<file path="config.mk">
export PLATFORM = sky130hd
export DESIGN_NAME = opnd_shifter
export DESIGN_NICKNAME = d
export VERILOG_FILES = /design/src/rtl/opnd_shifter_pkg.sv /design/src/rtl/shf_amount_decode.sv /design/src/rtl/shf_right_barrel.sv /design/src/rtl/shf_carry_pick.sv /design/src/rtl/opnd_shifter.sv
export SDC_FILE = /design/constraint.sdc
export NUM_CORES = 1
export LEC_CHECK = 0
export BUFFER_PORTS_ARGS = -buffer_cell sky130_fd_sc_hd__buf_4
export CAP_MARGIN = 5
export CORE_AREA = 2 2 143 103
export DETAILED_ROUTE_END_ITERATION = 10
export DIE_AREA = 0 0 145 105
export SKIP_LAST_GASP = 1
export SLEW_MARGIN = 5
export SYNTH_ARGS = -nofsm -noshare
export SYNTH_HDL_FRONTEND = slang
export SYNTH_SLANG_ARGS = --single-unit
</file>
<file path="constraint.sdc">
create_clock -name vclk -period 5.2
set_input_delay 0 -clock vclk [all_inputs]
set_output_delay 0 -clock vclk [all_outputs]
set_load 0.01 [all_outputs]
</file>
<file path="src/rtl/opnd_shifter_pkg.sv">
package opnd_shifter_pkg;
  localparam int KIND_W = 3;

  typedef enum logic [KIND_W-1:0] {
    SH_LSL = 3'd0,
    SH_LSR = 3'd1,
    SH_ASR = 3'd2,
    SH_ROR = 3'd3,
    SH_RRX = 3'd4
  } shift_kind_e;
endpackage

</file>
<file path="src/rtl/shf_amount_decode.sv">
// Classifies the shift amount against the word width.
module shf_amount_decode #(
  parameter int WIDTH = 32,
  parameter int AMT_W = 8,
  parameter int CNT_W = $clog2(WIDTH)
) (
  input  logic [AMT_W-1:0] amount_i,
  output logic             is_zero_o,
  output logic             is_full_o,
  output logic             is_over_o,
  output logic [CNT_W-1:0] cnt_o
);
  localparam logic [AMT_W-1:0] FULL = AMT_W'(WIDTH);

  assign is_zero_o = (amount_i == '0);
  assign is_full_o = (amount_i == FULL);
  assign is_over_o = (amount_i > FULL);
  assign cnt_o     = amount_i[CNT_W-1:0];
endmodule

</file>
<file path="src/rtl/shf_right_barrel.sv">
// Logarithmic right shifter; each stage either fills or wraps.
module shf_right_barrel #(
  parameter int WIDTH = 32,
  parameter int CNT_W = $clog2(WIDTH)
) (
  input  logic [WIDTH-1:0] data_i,
  input  logic [CNT_W-1:0] cnt_i,
  input  logic             fill_i,
  input  logic             rotate_i,
  output logic [WIDTH-1:0] data_o
);
  logic [WIDTH-1:0] stage [0:CNT_W];

  assign stage[0] = data_i;

  for (genvar s = 0; s < CNT_W; s++) begin : g_stage
    localparam int SH = 1 << s;
    logic [WIDTH-1:0] wrapped;
    logic [WIDTH-1:0] filled;
    assign wrapped = {stage[s][SH-1:0], stage[s][WIDTH-1:SH]};
    assign filled  = {{SH{fill_i}}, stage[s][WIDTH-1:SH]};
    assign stage[s+1] = !cnt_i[s] ? stage[s] : (rotate_i ? wrapped : filled);
  end

  assign data_o = stage[CNT_W];
endmodule

</file>
<file path="src/rtl/shf_carry_pick.sv">
// Selects the last bit shifted out for an amount of 1..WIDTH
// (an amount of WIDTH arrives as a count of zero).
module shf_carry_pick #(
  parameter int WIDTH = 32,
  parameter int CNT_W = $clog2(WIDTH)
) (
  input  logic [WIDTH-1:0] data_i,
  input  logic [CNT_W-1:0] cnt_i,
  input  logic             left_i,
  output logic             bit_o
);
  localparam logic [CNT_W-1:0] ONE = {{(CNT_W-1){1'b0}}, 1'b1};

  logic [CNT_W-1:0] idx;

  always_comb begin
    if (left_i) idx = (~cnt_i) + ONE;
    else        idx = cnt_i - ONE;
    bit_o = data_i[idx];
  end
endmodule

</file>
<file path="src/rtl/opnd_shifter.sv">
module opnd_shifter
  import opnd_shifter_pkg::*;
#(
  parameter int WIDTH = 32,
  parameter int AMT_W = 8
) (
  input  logic [WIDTH-1:0]  operand_i,
  input  logic [KIND_W-1:0] kind_i,
  input  logic [AMT_W-1:0]  amount_i,
  input  logic              carry_i,
  output logic [WIDTH-1:0]  result_o,
  output logic              carry_o
);
  localparam int CNT_W = $clog2(WIDTH);

  logic             is_zero, is_full, is_over;
  logic [CNT_W-1:0] cnt;
  logic [WIDTH-1:0] rev_in, left_rev, left_val, right_val;
  logic             sign, pick_l, pick_r, r_fill, r_rot;

  assign sign   = operand_i[WIDTH-1];
  assign r_fill = (kind_i == SH_ASR) & sign;
  assign r_rot  = (kind_i == SH_ROR);

  shf_amount_decode #(.WIDTH(WIDTH), .AMT_W(AMT_W), .CNT_W(CNT_W)) u_dec (
    .amount_i (amount_i),
    .is_zero_o(is_zero),
    .is_full_o(is_full),
    .is_over_o(is_over),
    .cnt_o    (cnt)
  );

  for (genvar i = 0; i < WIDTH; i++) begin : g_rev
    assign rev_in[i]   = operand_i[WIDTH-1-i];
    assign left_val[i] = left_rev[WIDTH-1-i];
  end

  shf_right_barrel #(.WIDTH(WIDTH), .CNT_W(CNT_W)) u_left (
    .data_i  (rev_in),
    .cnt_i   (cnt),
    .fill_i  (1'b0),
    .rotate_i(1'b0),
    .data_o  (left_rev)
  );

  shf_right_barrel #(.WIDTH(WIDTH), .CNT_W(CNT_W)) u_right (
    .data_i  (operand_i),
    .cnt_i   (cnt),
    .fill_i  (r_fill),
    .rotate_i(r_rot),
    .data_o  (right_val)
  );

  shf_carry_pick #(.WIDTH(WIDTH), .CNT_W(CNT_W)) u_pick_l (
    .data_i(operand_i),
    .cnt_i (cnt),
    .left_i(1'b1),
    .bit_o (pick_l)
  );

  shf_carry_pick #(.WIDTH(WIDTH), .CNT_W(CNT_W)) u_pick_r (
    .data_i(operand_i),
    .cnt_i (cnt),
    .left_i(1'b0),
    .bit_o (pick_r)
  );

  always_comb begin
    result_o = '0;
    carry_o  = carry_i;
    case (kind_i)
      SH_LSL: begin
        if (is_zero) begin
          result_o = operand_i;
        end else if (is_over) begin
          carry_o = 1'b0;
        end else begin
          result_o = is_full ? '0 : left_val;
          carry_o  = pick_l;
        end
      end
      SH_LSR: begin
        if (is_zero) begin
          result_o = operand_i;
        end else if (is_over) begin
          carry_o = 1'b0;
        end else begin
          result_o = is_full ? '0 : right_val;
          carry_o  = pick_r;
        end
      end
      SH_ASR: begin
        if (is_zero) begin
          result_o = operand_i;
        end else if (is_over || is_full) begin
          result_o = {WIDTH{sign}};
          carry_o  = sign;
        end else begin
          result_o = right_val;
          carry_o  = pick_r;
        end
      end
      SH_ROR: begin
        if (is_zero) begin
          result_o = operand_i;
        end else begin
          result_o = right_val;
          carry_o  = right_val[WIDTH-1];
        end
      end
      SH_RRX: begin
        result_o = {carry_i, operand_i[WIDTH-1:1]};
        carry_o  = operand_i[0];
      end
      default: begin
        result_o = '0;
        carry_o  = carry_i;
      end
    endcase
  end
endmodule

</file>
==> metrics.yaml <==
insertedDiodeCount: 0
timing.fmax_mhz: 271.2
grt_max_degree: 77
finalHoldViolCount: 0
endpoint_kind: "output pin"
die_y_um: 105
setup_violations: 0
postCtsHoldBufs: 0
dp_hpwl_mm: 21.94
layout_common_cells: "91 x buf_4, 71 x mux4_2, 68 x nor2_1, 60 x a21oi_1, 51 x nand2_1"
avgSynthCellArea_um2: 8.336
critPathTopFamily: "simple AND/OR/NAND/NOR gates"
worst-endpoint-arrival_ns: 3.69
grt_pass1_vias: 6920
nFlopsAndLatches: 0
syn_area_mm2: 0.006093
design.portCount: 77
tns_ns: 0
layout_commonest_cell: "buf_4"
min_period_ns: 3.687
place_area_mm2: 0.006365
synth_warnings: 0
rsz0062_at_grt: "no"
critPathKind: "in2out"
critPathLaunchType: "input pin"
cp.required_ns: 5.20
slew_headroom_pct: 14.65
ys_seq_area_share_pct: 0
peakVddDrop_v: 0.00008566
cpMaxStageDelayCell: "nor2_1"
fp-row-count: 36
holdWs_ns: 0.4663
fillers: 1378
power_density_mw_per_mm2: 117.6
areaGrowthSynthToFinish_pct: 4.456
hold_path_class: "in2out"
cap_violations: 0
vias: 7211
cp_max_fo: 76
gp_congestion: 1.045
cts_setup_buffers: 0
antenna_found_initial: 1
grt_first_pass_wirelength_mm: 47.02
nNetsFinal: 761
synthCells: 731
portBuffers: 77
core_area_mm2: 0.01374
dieArea_mm2: 0.01523
fin_crit_sh_pct: 70.91
final_area_mm2: 0.006365
register_area_um2: 0
grt_usage_pct: 40.74
detail-route-antenna-nets: 0
clock_buffers: 0
grt_overflow: 0
drive_above_1_share_pct: 30.81
drt-initial-drc-count: 1086
drtPass1Iterations: 5
ys_types: 85
die_x_um: 145
slew_viol_final: 0
synth_nets: 776
wire_per_inst_um: 35.02
cp_num_buf_inv: 3
p_leak_uw: 0.002252
worstMarginPinSlew_ns: 1.276
status: "complete, no violations"
routed_wl_mm: 31.66
synth_top_area_share_pct: 26.24
via_per_inst: 7.977
ctsResizeCount: 0
cpPeakStageDelay_ns: 0.82
path_cells: "buf_4 > inv_1 > ha_1 > or4b_1 > nor2_1 > nor2_1 > nor2_1 > a221oi_1 > a31oi_1 > buf_4"
initial_core_util_pct: 44.35
multiInputGateArea_mm2: 0.005410
synthTopCellsByArea: "mux4_2 26%, mux2i_1 7.7%, mux2_2 7.0%"
cpMostUsedCell: "nor2_1"
synth_area_leader_cell: "mux4_2"
drt_drc_violations_left: 0
==> report_power, final <==
part	internal [uW]	total, uW	leakage, uW	switching [uW]
clock	0	0	0	0
combinational	301	748	0.00225	448
sequential	0	0	0	0
total	301	748	0.00225	448
==> worst min-delay path: cells and delay by family <==
kind | cells | cell delay (ns)
AOI/OAI and AO/OA | 1 | 0.05
buffers and inverters | 2 | 0.33
and+or+nand+nor | 1 | 0.08
==> cell type report <==
cell class | count | share of cell area (%)
repair buffers | 91 | 10.73
inverters | 9 | 0.5308
multi-input cells | 614 | 85.00
well taps | 190 | 3.735
==> synth_stat cells (all sizes together), types with 13 or more instances <==
master,n
mux4,77
mux2i,47
a221oi,14
clkbuf,68
o21ai,51
nor3,21
a21oi,60
buf,38
o211ai,13
a211oi,30
nand2,51
mux2,39
nor2,68
==> metal layers <==
metal / up-vias / share of wire, % / track usage [%]
met1: 3511 / 39 / 55.79
met2: 657 / 41 / 59.69
met3: 137 / 13 / 10.61
li1: 2904 / - / -
met4: 2 / 6.1 / 19.52
met5: - / 0.041 / 0
==> final timing paths <==
| path | from | endpoint | slack, ns | depth (start not counted) |
|---|---|---|---|---|
| max | amount_i[1] | result_o[25] | 1.51 | 10 |
| min | operand_i[13] | result_o[12] | 0.47 | 4 |
==> metrics by stage <==
step | utilization, % | power [uW] | setup WS [ns] | cells
floorplan | - | 494.0 | 2.532 | 731
global placement | 46.33 | 716.7 | 1.812 | 904
detailed placement | 46.33 | 719.4 | 1.741 | 904
CTS | 46.33 | 722.1 | 1.717 | 904
global route | 46.33 | 777.7 | 1.330 | 904
finish | 46.33 | 748.4 | 1.513 | 904
==> kinds of logic (layout without fill, tap and decap cells) <==
kind of cell / after synthesis / after routing / synth area share (%)
and+or+nand+nor: 193 / 193 / 15.11
xor gates and xnor gates: 3 / 3 / 0.5545
buffers and inverters: 117 / 100 / 11.21
muxes: 163 / 163 / 43.82
adders and majority gates: 1 / 1 / 0.2053
AOI/OAI and AO/OA: 254 / 254 / 29.10
Power figures use the tool's default switching activity.
